[src/rtl/clkpm_pkg.sv]
package clkpm_pkg;

    typedef enum logic [1:0] {
        OM_QUIET = 2'd0,
        OM_RUN   = 2'd1,
        OM_HIZ   = 2'd2
    } out_mode_e;

    typedef struct packed {
        logic shdn;      // shutdown pin active
        logic susp;      // suspend active
        logic full_off;  // shutdown that also powers down sources
    } pin_state_t;

    // Lock-wait length for a source index: 0 is the CPU PLL, n_pll is the reference.
    function automatic int unsigned wait_for_src(input int unsigned s,
                                                 input int unsigned n_pll,
                                                 input int unsigned cpu_w,
                                                 input int unsigned pll_w,
                                                 input int unsigned ref_w);
        if (s == 0)          return cpu_w;
        else if (s == n_pll) return ref_w;
        else                 return pll_w;
    endfunction

endpackage

[src/rtl/clkpm_sync.sv]
module clkpm_sync #(
    parameter int unsigned W = 2,
    parameter logic [W-1:0] RST_VAL = '1
) (
    input  logic         clk,
    input  logic         rst,
    input  logic [W-1:0] d,
    output logic [W-1:0] q
);
    logic [W-1:0] meta_q;

    always_ff @(posedge clk) begin
        if (rst) begin
            meta_q <= RST_VAL;
            q      <= RST_VAL;
        end else begin
            meta_q <= d;
            q      <= meta_q;
        end
    end
endmodule

[src/rtl/clkpm_lock_timer.sv]
module clkpm_lock_timer #(
    parameter int unsigned LIMIT = 10
) (
    input  logic clk,
    input  logic rst,
    input  logic pd,
    input  logic lock,
    output logic ready
);
    localparam int unsigned CW = $clog2(LIMIT + 1);
    localparam logic [CW-1:0] LIM = CW'(LIMIT);

    logic [CW-1:0] cnt_q;

    always_ff @(posedge clk) begin
        if (rst || pd)          cnt_q <= '0;
        else if (cnt_q != LIM)  cnt_q <= cnt_q + 1'b1;
    end

    assign ready = lock && !pd && (cnt_q == LIM);

    AST_TIMER_CLEAR: assert property (@(posedge clk) disable iff (rst)
        $past(pd) |-> (cnt_q == '0));
    AST_TIMER_BOUND: assert property (@(posedge clk) disable iff (rst)
        cnt_q <= LIM);
endmodule

[src/rtl/clkpm_out_ctrl.sv]
module clkpm_out_ctrl
    import clkpm_pkg::*;
(
    input  logic clk,
    input  logic rst,
    input  logic clk_lvl,
    input  logic hiz_req,
    input  logic src_ok,
    output logic en,
    output logic hiz
);
    out_mode_e mode_q, mode_d;

    always_comb begin
        if (hiz_req)     mode_d = OM_HIZ;
        else if (src_ok) mode_d = OM_RUN;
        else             mode_d = OM_QUIET;
    end

    // State moves only while the output clock is low.
    always_ff @(posedge clk) begin
        if (rst)           mode_q <= OM_QUIET;
        else if (!clk_lvl) mode_q <= mode_d;
    end

    assign en  = (mode_q == OM_RUN);
    assign hiz = (mode_q == OM_HIZ);

    AST_NO_RUNT: assert property (@(posedge clk) disable iff (rst)
        (mode_q != $past(mode_q)) |-> !$past(clk_lvl));
    AST_HIZ_FOLLOWS: assert property (@(posedge clk) disable iff (rst)
        (!clk_lvl && hiz_req) |=> (mode_q == OM_HIZ));
    AST_RUN_NEEDS_LOCK: assert property (@(posedge clk) disable iff (rst)
        (mode_q == OM_RUN && $past(mode_q) != OM_RUN) |-> $past(src_ok));
endmodule

[src/rtl/clkpm_ctrl.sv]
module clkpm_ctrl
    import clkpm_pkg::*;
#(
    parameter int unsigned N_OUT        = 7,
    parameter int unsigned N_PLL        = 3,
    parameter int unsigned CPU_WAIT_CYC = 50000,
    parameter int unsigned PLL_WAIT_CYC = 1000,
    parameter int unsigned REF_WAIT_CYC = 100,
    localparam int unsigned N_SRC       = N_PLL + 1,
    localparam int unsigned SRC_W       = $clog2(N_SRC)
) (
    input  logic                   clk,
    input  logic                   rst,
    input  logic                   oe_shdn_n,
    input  logic                   sel2_susp_n,
    input  logic                   cfg_shdn_mode,
    input  logic                   cfg_susp_en,
    input  logic [N_OUT-1:0]       cfg_out_susp_mask,
    input  logic [N_PLL-1:0]       cfg_pll_susp_mask,
    input  logic [N_OUT*SRC_W-1:0] cfg_out_src,
    input  logic [N_SRC-1:0]       src_lock,
    input  logic [N_OUT-1:0]       out_clk_lvl,
    output logic [N_OUT-1:0]       out_en,
    output logic [N_OUT-1:0]       out_hiz,
    output logic [N_PLL-1:0]       pll_pd,
    output logic                   ref_osc_pd,
    output logic                   sel2_sel
);
    localparam int unsigned SRC_SPAN = 2 ** SRC_W;

    logic [1:0]          pins_q;
    pin_state_t          ps;
    logic [N_SRC-1:0]    src_pd;
    logic [N_SRC-1:0]    src_ready;
    logic [SRC_SPAN-1:0] ready_ext;
    logic [SRC_SPAN-1:0] pmask_ext;

    clkpm_sync #(.W(2), .RST_VAL(2'b11)) u_sync (
        .clk (clk),
        .rst (rst),
        .d   ({oe_shdn_n, sel2_susp_n}),
        .q   (pins_q)
    );

    always_comb begin
        ps.shdn     = !pins_q[1];
        ps.susp     = cfg_susp_en && !pins_q[0];
        ps.full_off = ps.shdn && cfg_shdn_mode;
    end

    generate
        for (genvar p = 0; p < N_PLL; p++) begin : g_pll_pd
            assign src_pd[p] = ps.full_off || (ps.susp && cfg_pll_susp_mask[p]);
        end
    endgenerate
    assign src_pd[N_PLL] = ps.full_off;

    generate
        for (genvar s = 0; s < N_SRC; s++) begin : g_timer
            localparam int unsigned LIM =
                wait_for_src(s, N_PLL, CPU_WAIT_CYC, PLL_WAIT_CYC, REF_WAIT_CYC);
            clkpm_lock_timer #(.LIMIT(LIM)) u_timer (
                .clk   (clk),
                .rst   (rst),
                .pd    (src_pd[s]),
                .lock  (src_lock[s]),
                .ready (src_ready[s])
            );
        end
    endgenerate

    // Zero-extended so that any index value selects a defined bit; the
    // reference index lands on a zero PLL-mask bit.
    assign ready_ext = SRC_SPAN'(src_ready);
    assign pmask_ext = SRC_SPAN'(cfg_pll_susp_mask);

    generate
        for (genvar o = 0; o < N_OUT; o++) begin : g_out
            logic [SRC_W-1:0] src_idx;
            logic             hiz_req;
            assign src_idx = cfg_out_src[o*SRC_W +: SRC_W];
            assign hiz_req = ps.shdn ||
                             (ps.susp && (cfg_out_susp_mask[o] || pmask_ext[src_idx]));
            clkpm_out_ctrl u_out (
                .clk     (clk),
                .rst     (rst),
                .clk_lvl (out_clk_lvl[o]),
                .hiz_req (hiz_req),
                .src_ok  (ready_ext[src_idx]),
                .en      (out_en[o]),
                .hiz     (out_hiz[o])
            );
        end
    endgenerate

    assign pll_pd     = src_pd[N_PLL-1:0];
    assign ref_osc_pd = src_pd[N_PLL];
    assign sel2_sel   = cfg_susp_en ? 1'b0 : pins_q[0];

    AST_REF_PD_PLL: assert property (@(posedge clk) disable iff (rst)
        ref_osc_pd |-> (&pll_pd));
    AST_SUSP_PD_OFF: assert property (@(posedge clk) disable iff (rst)
        (!cfg_susp_en && oe_shdn_n && $past(oe_shdn_n) && $past(oe_shdn_n, 2))
        |-> (pll_pd == '0));
endmodule

[config.mk]
export PLATFORM = sky130hd
export DESIGN_NAME = clkpm_ctrl
export DESIGN_NICKNAME = d
export VERILOG_FILES = /design/src/rtl/clkpm_pkg.sv /design/src/rtl/clkpm_sync.sv /design/src/rtl/clkpm_lock_timer.sv /design/src/rtl/clkpm_out_ctrl.sv /design/src/rtl/clkpm_ctrl.sv
export SDC_FILE = /design/constraint.sdc
export NUM_CORES = 1
export LEC_CHECK = 0
export ABC_CLOCK_PERIOD_IN_PS = 1700
export BUFFER_PORTS_ARGS = -buffer_cell sky130_fd_sc_hd__buf_4
export CAP_MARGIN = 5
export CORE_MARGIN = 2
export CORE_UTILIZATION = 45
export CTS_CLUSTER_DIAMETER = 40
export DETAILED_ROUTE_END_ITERATION = 6
export GPL_TIMING_DRIVEN = 0
export PLACE_DENSITY = 0.69
export SLEW_MARGIN = 20
export SYNTH_ARGS = -nofsm -noshare
export SYNTH_HDL_FRONTEND = slang
export SYNTH_SLANG_ARGS = --single-unit
[constraint.sdc]
create_clock -name clk -period 1.7 [get_ports clk]
set_input_delay 0.17 -clock clk [delete_from_list [all_inputs] [get_ports clk]]
set_output_delay 0.17 -clock clk [all_outputs]
set_load 0.02 [all_outputs]
==> metrics.txt, run 1 <==
status finished with violations; failing checks setup timing; HP Start sel2_susp_n; Power Dens Cells 729 nW/um2; 1st-iter DRT viols 91; sequential share of the synthesized area 36.8%; clk_lat worst skew 340 ps; H-tree depth 3; CP arrival 2020 ps; vias in the first global route 2928; Post-Route Setup TNS -287 ps; commonest non-fill, non-tap cell in the layout buf_4; CTS Hold Bufs 0; highest routed layer met4; Warnings, synthesis 0; share of cells above drive strength 1 28.0%; Gate Count Post-Synth 404; Crit. End Element flip-flop; critical path class flip-flop to flip-flop; CORE AREA 7180 um2; count of cell types in the netlist 39; largest net degree at the start of global routing 11; worst r2r src g_timer[3].u_timer.cnt_q[0]; Max Clock Freq 0.562 GHz; CTS clk-pin slew, worst paths 70 ps; R2R depth 7; Via-to-Cell Ratio 5.12; worst vdd ir 0.486 mV; Max Fanout on Critical Path 7; Max Cap Viol 0; multi-input gate area in the final layout 1930 um2; met2 WL post-DR 3.56 mm; Min-Delay Path Depth 2; met1 WL 3.59 mm; die height 89.8 um; cell at the root of the clock tree clkbuf_8; TritonCTS clock tree done; vias post-DR 2991; first-pass GRT wire length 13.0 mm; buffers added on ports 57; Setup-failing EPs final 6; WHS Endpoint u_sync.meta_q[0]; worst clock skew 9.84 ps; R2R Path End g_out[6].u_out.mode_q[0]; initial core utilization 46.2%; pre-CTS WS -310 ps; Area after DPL 3870 um2; syn avg cell area 8.20 um2; Total GRT Usage 19.6%; num ports 60; unrepaired setup endpoints after global routing true; Die Area 8070 um2; Leakage 0.00172 uW; Max-slew headroom 66.4%; Num CTS Buffers 9; placement row count 31; 1st-pass router iterations 4; mapped cell area 3310 um2; Final HPWL DP 5.52 mm; Reg area 1230 um2; final hold violation count 0; total wire length 7.74 mm; final RePlAce weighted congestion 0.793; most frequent cells in the layout buf_4, nor2_1, dfxtp_1; syn nets 453; clock sinks 61; crit path launch type flip-flop; Slew Viols, Final 0; initial antenna violation count 0; fin crit share 105%; setup slack, reg-to-reg -80 ps; Routed Antenna Nets 0; grt ovf 0; fillcell total 669; Area Overhead vs Synth 26.9%; final setup margin -78.3 ps; worst hold path type input pin to flip-flop; diodes inserted 0; Die Width 89.8 um; Final nets 530; CTS Buffer Depth 2; wire per inst 13.2 um; post-layout util 58.6%; fin area 4210 um2; critical path required time 1940 ps; met3 WL 428 um; actual slew at the worst max-slew pin 504 ps; count of state elements after synthesis 61; Remaining DRCs 0; Min Clock Period, post-route 1780 ps
[how the worst max path moves through the flow]
stage                                           start                  endpoint  slack (ps)  cells after the start
after global routing      g_timer[1].u_timer.cnt_q[0]  g_out[3].u_out.mode_q[0]        -180                      7
final                     g_timer[3].u_timer.cnt_q[0]  g_out[6].u_out.mode_q[0]         -80                      7
after floorplan                           u_sync.q[1]  g_out[0].u_out.mode_q[0]           2                      8
after global placement    g_timer[2].u_timer.cnt_q[0]  g_out[6].u_out.mode_q[0]        -310                      8
after detailed placement  g_timer[2].u_timer.cnt_q[0]  g_out[6].u_out.mode_q[0]        -310                      8
after CTS                 g_timer[3].u_timer.cnt_q[0]  g_out[6].u_out.mode_q[0]         -70                      7
[per-stage QoR]
step           hold WS, ps  cells  total power [uW]
6_report              19.4    584              3060
5_1_grt               8.33    584              3200
4_1_cts               5.03    578              3050
3_5_place_dp           357    560              1940
3_3_place_gp           356    560              1930
2_1_floorplan          274    404              1760
[Yosys cell counts, drive strengths merged]
cell | number | area [um2]
o21ai | 9 | 45.0
and4bb | 1 | 12.5
nand3 | 14 | 70.1
clkbuf | 8 | 30.0
o31ai | 12 | 90.1
o311ai | 7 | 61.3
or3 | 3 | 18.8
or4b | 1 | 13.8
and2 | 2 | 12.5
nor3b | 7 | 52.6
nand2b | 5 | 31.3
nand4b | 2 | 17.5
and3 | 5 | 31.3
nor2b | 16 | 100
nand2 | 28 | 105
xnor2 | 15 | 131
or2b | 1 | 8.76
and4 | 3 | 26.3
mux2i | 9 | 90.1
nor2 | 62 | 235
a21oi | 20 | 100
dfxtp | 61 | 1220
or2 | 4 | 25.0
nor4 | 2 | 18.8
a21o | 7 | 52.6
nor3 | 14 | 70.1
nand4 | 7 | 43.8
ha | 8 | 100
inv | 19 | 71.3
o32ai | 2 | 17.5
xor2 | 20 | 175
buf | 19 | 150
nand3b | 10 | 75.1
nor4bb | 1 | 10.0
[cell families (layout without fill, tap and decap cells)]
family                   Yosys count  after routing  share of synthesized area (%)
AO/OA/AOI/OAI                     57             57                           11.1
XOR/XNOR                          35             35                           9.25
adder cells (fa/ha/maj)            8              8                           3.02
buffers and inverters             46            127                           7.59
flip-flops                        61             61                           36.8
multiplexers                       9              9                           2.72
AND/OR/NAND/NOR                  188            188                           29.5
[layout make-up]
| cell class | instances | area share, % |
|---|---|---|
| sequential | 61 | 29.3 |
| inverter | 19 | 1.76 |
| buffer | 24 | 3.96 |
| timing repair buffer | 69 | 12.4 |
| clock buffer | 13 | 3.54 |
| clock inverter | 2 | 0.238 |
| multi-input combinational | 297 | 45.8 |
| tap | 99 | 2.95 |
[where the power goes]
group	total [uW]	internal, uW	switching (uW)
sequential	1510	1480	35.7
combinational	446	223	223
clock	1110	558	548
total	3060	2260	808
[timing repair]
action	CTS	global route
setup buffers	6	6
hold endpoints to repair	0	0
pin swaps	13	12
gates resized for setup	19	25
endpoints found under the setup margin	20	20
[critical path: stages (launching register included)]
cell and delay [ps]:
dfxtp_2 320, inv_2 60, ha_4 120, nand4b_1 120, or4b_4 580, o21ai_1 160, a21oi_1 50, o32ai_1 270
[flip-flops by register name (all words and copies together) (netlist names)]
name                   count
g_timer.u_timer.cnt_q     43
u_sync.q                   2
u_sync.meta_q              2
g_out.u_out.mode_q        14
[routing by layer]
metal	GRT usage, %	vias up
li1	-	1522
met5	0	-
met3	4.78	15
met2	31.8	88
met1	24.9	1366
met4	8.85	0
No activity file was read; power rests on OpenSTA's default activity.
==> inputs of run 2 (changes only) <==
--- a/config.mk
+++ b/config.mk
@@ -8,12 +8,14 @@
 export ABC_CLOCK_PERIOD_IN_PS = 1700
 export BUFFER_PORTS_ARGS = -buffer_cell sky130_fd_sc_hd__buf_4
 export CAP_MARGIN = 5
+export CELL_PAD_IN_SITES_DETAIL_PLACEMENT = 2
+export CELL_PAD_IN_SITES_GLOBAL_PLACEMENT = 2
 export CORE_MARGIN = 2
-export CORE_UTILIZATION = 45
+export CORE_UTILIZATION = 29
 export CTS_CLUSTER_DIAMETER = 40
 export DETAILED_ROUTE_END_ITERATION = 6
 export GPL_TIMING_DRIVEN = 0
-export PLACE_DENSITY = 0.69
+export PLACE_DENSITY_LB_ADDON = 0.1
 export SLEW_MARGIN = 20
 export SYNTH_ARGS = -nofsm -noshare
 export SYNTH_HDL_FRONTEND = slang
==> metrics.txt, run 2 (synthesis results as in run 1) <==
status finished with violations; failing checks setup timing; R2R Path End g_out[5].u_out.mode_q[0]; Num CTS Buffers 9; met1 WL 4.65 mm; Leakage 0.00180 uW; Slew Viols, Final 0; Remaining DRCs 0; fillcell total 1251; Cell Count, Final, Fillers Out 631; grt ovf 0; Placed Cells incl. Taps 604; most frequent cells in the layout buf_4, nor2_1, dfxtp_1; HP Start sel2_susp_n; buffers added on ports 57; clock sinks 61; critical path required time 1930 ps; CTS Buffer Depth 2; max reg flops 43; WHS 38.9 ps; total wire length 10.3 mm; Setup-failing EPs final 7; final hold violation count 0; highest routed layer met4; initial antenna violation count 0; vias post-DR 3092; Min Clock Period, post-route 1850 ps; placement row count 39; Routed Antenna Nets 0; largest register by flop count g_timer.u_timer.cnt_q; met2 WL post-DR 5.22 mm; worst clock skew 5.81 ps; diodes inserted 0; clk_lat worst skew 330 ps; met3 WL 316 um; CTS Hold Bufs 0; WHS Endpoint u_sync.meta_q[0]; commonest non-fill, non-tap cell in the layout buf_4; worst hold path type input pin to flip-flop; die height 111 um; largest net degree at the start of global routing 11; unrepaired setup endpoints after global routing true; R2R depth 7; crit path launch type flip-flop; Max Fanout on Critical Path 7; Largest regs g_timer.u_timer.cnt_q x43, g_out.u_out.mode_q x14; Power Dens Cells 819 nW/um2; Total GRT Usage 17.3%; cell at the root of the clock tree clkbuf_16; 1st-iter DRT viols 63; vias in the first global route 3304; Final HPWL DP 7.41 mm; worst r2r src g_timer[1].u_timer.cnt_q[1]; CP arrival 2090 ps; Final nets 534; critical path class flip-flop to flip-flop; Pwr Total 3650 uW; Post-Route Setup TNS -812 ps; pre-CTS WS -456 ps; Crit. End Element flip-flop; num ports 60; Die Width 111 um; first-pass GRT wire length 16.9 mm; CORE AREA 11300 um2; initial core utilization 29.4%; actual slew at the worst max-slew pin 611 ps; fin crit share 109%; Min-Delay Path Depth 2; setup slack, reg-to-reg -150 ps; Max-slew headroom 59.3%; Area Overhead vs Synth 34.7%; final RePlAce weighted congestion 0.782; Via-to-Cell Ratio 4.90; Die Area 12300 um2; 1st-pass router iterations 4; Max Cap Viol 0; CTS clk-pin slew, worst paths 50 ps; H-tree depth 3; wire per inst 16.3 um; worst vdd ir 0.530 mV; Max Clock Freq 0.539 GHz; share of cells above drive strength 1 30.3%; final setup margin -155 ps; TritonCTS clock tree done
run 2: cell count changes in the layout (fill, tap and decap cells not counted), sizes merged:
cell    delta
buf        +4
clkbuf     -1
run 2: through the flow:
stage,util [%],cell area [um2]
floorplan,-,3320
global placement,34.9,3930
detailed placement,34.9,3930
CTS,38.4,4330
global route,39.6,4460
finish,39.6,4460
run 2: worst max path at each step:
stage | startpoint | endpoint | depth (start not counted)
4_1_cts | u_sync.q[1] | g_out[6].u_out.mode_q[0] | 8
6_report | g_timer[1].u_timer.cnt_q[1] | g_out[5].u_out.mode_q[0] | 7
2_1_floorplan | u_sync.q[1] | g_out[0].u_out.mode_q[0] | 8
5_1_grt | g_timer[1].u_timer.cnt_q[1] | g_out[5].u_out.mode_q[0] | 7
3_3_place_gp | g_timer[0].u_timer.cnt_q[0] | g_out[6].u_out.mode_q[0] | 7
3_5_place_dp | g_timer[0].u_timer.cnt_q[1] | g_out[6].u_out.mode_q[0] | 7
run 2: cell type report:
| class | count | area [um2] | share of cell area (%) |
|---|---|---|---|
| inverter | 19 | 78.8 | 1.77 |
| buffer | 21 | 144 | 3.22 |
| clock buffer | 12 | 256 | 5.75 |
| clock inverter | 2 | 10.0 | 0.224 |
| multi-input combinational | 297 | 1970 | 44.2 |
| timing repair buffer | 76 | 589 | 13.2 |
| tap | 143 | 179 | 4.01 |
| sequential | 61 | 1230 | 27.7 |
run 2: where the power goes:
group          internal (uW)  total [uW]  switching (uW)
clock network           1040        1660             619
registers               1480        1520            41.2
logic                    230         475             245
total                   2750        3650             905
run 2: per-layer routing:
layer,up-vias,track usage (%)
li1,1529,-
met1,1517,21.4
met2,39,29.9
met3,7,4.16
met4,0,5.00
met5,-,0
run 2: critical path, stage by stage (launching register included):
cell and delay (ps):
dfxtp_4 350, inv_4 60, ha_4 120, nand4b_1 90
or3_4 420, nor2_4 290, o311ai_2 150, o31ai_1 280
run 2: what timing repair did:
item | in CTS | in global routing
setup buffers | 11 | 9
cloned | 0 | 0
pin swaps | 10 | 13
setup endpoints to repair | 21 | 30
resized for setup | 34 | 27
==> inputs of run 3 (changes only) <==
--- a/config.mk
+++ b/config.mk
@@ -5,13 +5,13 @@
 export SDC_FILE = /design/constraint.sdc
 export NUM_CORES = 1
 export LEC_CHECK = 0
-export ABC_CLOCK_PERIOD_IN_PS = 1700
+export ABC_CLOCK_PERIOD_IN_PS = 1850
 export BUFFER_PORTS_ARGS = -buffer_cell sky130_fd_sc_hd__buf_4
 export CAP_MARGIN = 5
 export CELL_PAD_IN_SITES_DETAIL_PLACEMENT = 2
 export CELL_PAD_IN_SITES_GLOBAL_PLACEMENT = 2
 export CORE_MARGIN = 2
-export CORE_UTILIZATION = 29
+export CORE_UTILIZATION = 33
 export CTS_CLUSTER_DIAMETER = 40
 export DETAILED_ROUTE_END_ITERATION = 6
 export GPL_TIMING_DRIVEN = 0
==> constraint.sdc (replaced) <==
create_clock -name clk -period 1.85 [get_ports clk]
set_input_delay 0.185 -clock clk [delete_from_list [all_inputs] [get_ports clk]]
set_output_delay 0.185 -clock clk [all_outputs]
set_load 0.02 [all_outputs]
==> metrics.txt, run 3 (synthesis results as in run 1) <==
Area after DPL 3910 um2; Leakage 0.00177 uW; Area Overhead vs Synth 31.4%; CP arrival 2160 ps; Routed Antenna Nets 0; vias post-DR 3155; largest net degree at the start of global routing 11; total wire length 10.7 mm; worst clock skew 8.38 ps; crit path launch type flip-flop; Die Width 104 um; final RePlAce weighted congestion 0.728; clock sinks 61; Setup-failing EPs final 5; unrepaired setup endpoints after global routing true; Remaining DRCs 0; fin crit share 104%; Num CTS Buffers 9; 1st-iter DRT viols 47; first-pass GRT wire length 16.9 mm; Min Clock Period, post-route 1920 ps; status finished with violations; failing checks setup timing; Max Fanout on Critical Path 7; CORE AREA 9770 um2; cell at the root of the clock tree clkbuf_8; 1st-pass router iterations 4; TritonCTS clock tree done; die height 104 um; commonest non-fill, non-tap cell in the layout buf_4; largest register by flop count g_timer.u_timer.cnt_q; actual slew at the worst max-slew pin 620 ps; Placed Cells incl. Taps 594; critical path required time 2100 ps; worst vdd ir 0.369 mV; critical path class flip-flop to flip-flop; max reg flops 43; Cell Count, Final, Fillers Out 619; Die Area 10900 um2; placement row count 36; diodes inserted 0; grt ovf 0; CTS clk-pin slew, worst paths 70 ps; clk_lat worst skew 340 ps; num ports 60; Via-to-Cell Ratio 5.10; Final nets 531; final hold violation count 0; setup slack, reg-to-reg -70 ps; pre-CTS WS -474 ps; share of cells above drive strength 1 29.0%; Max Cap Viol 0; Largest regs g_timer.u_timer.cnt_q x43, g_out.u_out.mode_q x14; vias in the first global route 3377; Total GRT Usage 19.3%; Final HPWL DP 7.37 mm; H-tree depth 3; buffers added on ports 57; initial core utilization 33.9%; Crit. End Element flip-flop; initial antenna violation count 0; fin area 4350 um2; Setup crit start g_timer[0].u_timer.cnt_q[2]; CTS Buffer Depth 2; worst hold path type input pin to flip-flop; Max Clock Freq 0.522 GHz; Slew Viols, Final 0; worst r2r src g_timer[0].u_timer.cnt_q[2]; wire per inst 17.2 um; most frequent cells in the layout buf_4, nor2_1, dfxtp_1; Power Dens Cells 735 nW/um2; HP Start oe_shdn_n; Max-slew headroom 58.7%; final setup margin -65.9 ps
## run 3: changes by cell type in the layout (fill, tap and decap cells not counted), moves of 2 or more
cell       change
clkbuf_16      -9
clkbuf_8       +9
o311ai_0       +5
dfxtp_1        +3
o311ai_1       -3
buf_4          -2
bufinv_16      +2
clkinv_2       -2
dfxtp_2        -2
inv_4          -2
nand2_2        +2
nand2_4        -2
o311ai_2       -2
## run 3: cell type report
type                       instances  area (um2)
fill                            1123        5420
multi-input combinational        297        1960
sequential                        61        1230
timing repair buffer              69         526
buffer                            25         175
tap                              133         166
clock buffer                      12         155
inverter                          19        73.8
clock inverter                     3        68.8
## run 3: repair_timing
item | CTS | global route
resized for setup | 20 | 21
hold buffers | 0 | 0
cloned | 0 | 0
pin swaps | 6 | 11
endpoints found under the setup margin | 18 | 10
setup buffers | 7 | 5
## run 3: worst paths after layout
path,to,cells past startpoint
worst min-delay path,u_sync.meta_q[1],2
worst max-delay path,g_out[3].u_out.mode_q[0],5
worst max register to register,g_out[3].u_out.mode_q[0],5
worst min register to register,u_sync.q[0],1
## run 3: layer usage
layer | GRT usage (%) | share of wire (%) | vias to the layer above
li1 | - | - | 1521
met1 | 23.2 | 44 | 1573
met2 | 35.1 | 52 | 50
met3 | 4.57 | 2.9 | 11
met4 | 3.47 | 1.1 | 0
met5 | 0 | 0 | -
## run 3: worst max-delay path, cell delays in order, from the launching register on
cell	delay, ps
dfxtp_1	390
nor4_1	340
nand4_1	370
nor2_4	350
nor3_1	110
o31ai_2	270
## run 3: stage by stage
stage / utilization, % / hold slack, ps / TNS [ps] / total power (uW)
after global placement: 40.0 / 385 / -3240 / 1790
after floorplan: - / 289 / 0 / 1620
after global routing: 44.5 / 24.4 / -981 / 3360
after detailed placement: 40.0 / 378 / -3780 / 1810
final: 44.5 / 46.0 / -156 / 3200
after CTS: 43.4 / 20.1 / -79.2 / 3220
## run 3: power by group
| group | total, uW | switching, uW | internal [uW] |
|---|---|---|---|
| combinational | 438 | 231 | 207 |
| sequential | 1390 | 39.0 | 1350 |
| clock | 1370 | 541 | 829 |
| total | 3200 | 811 | 2390 |
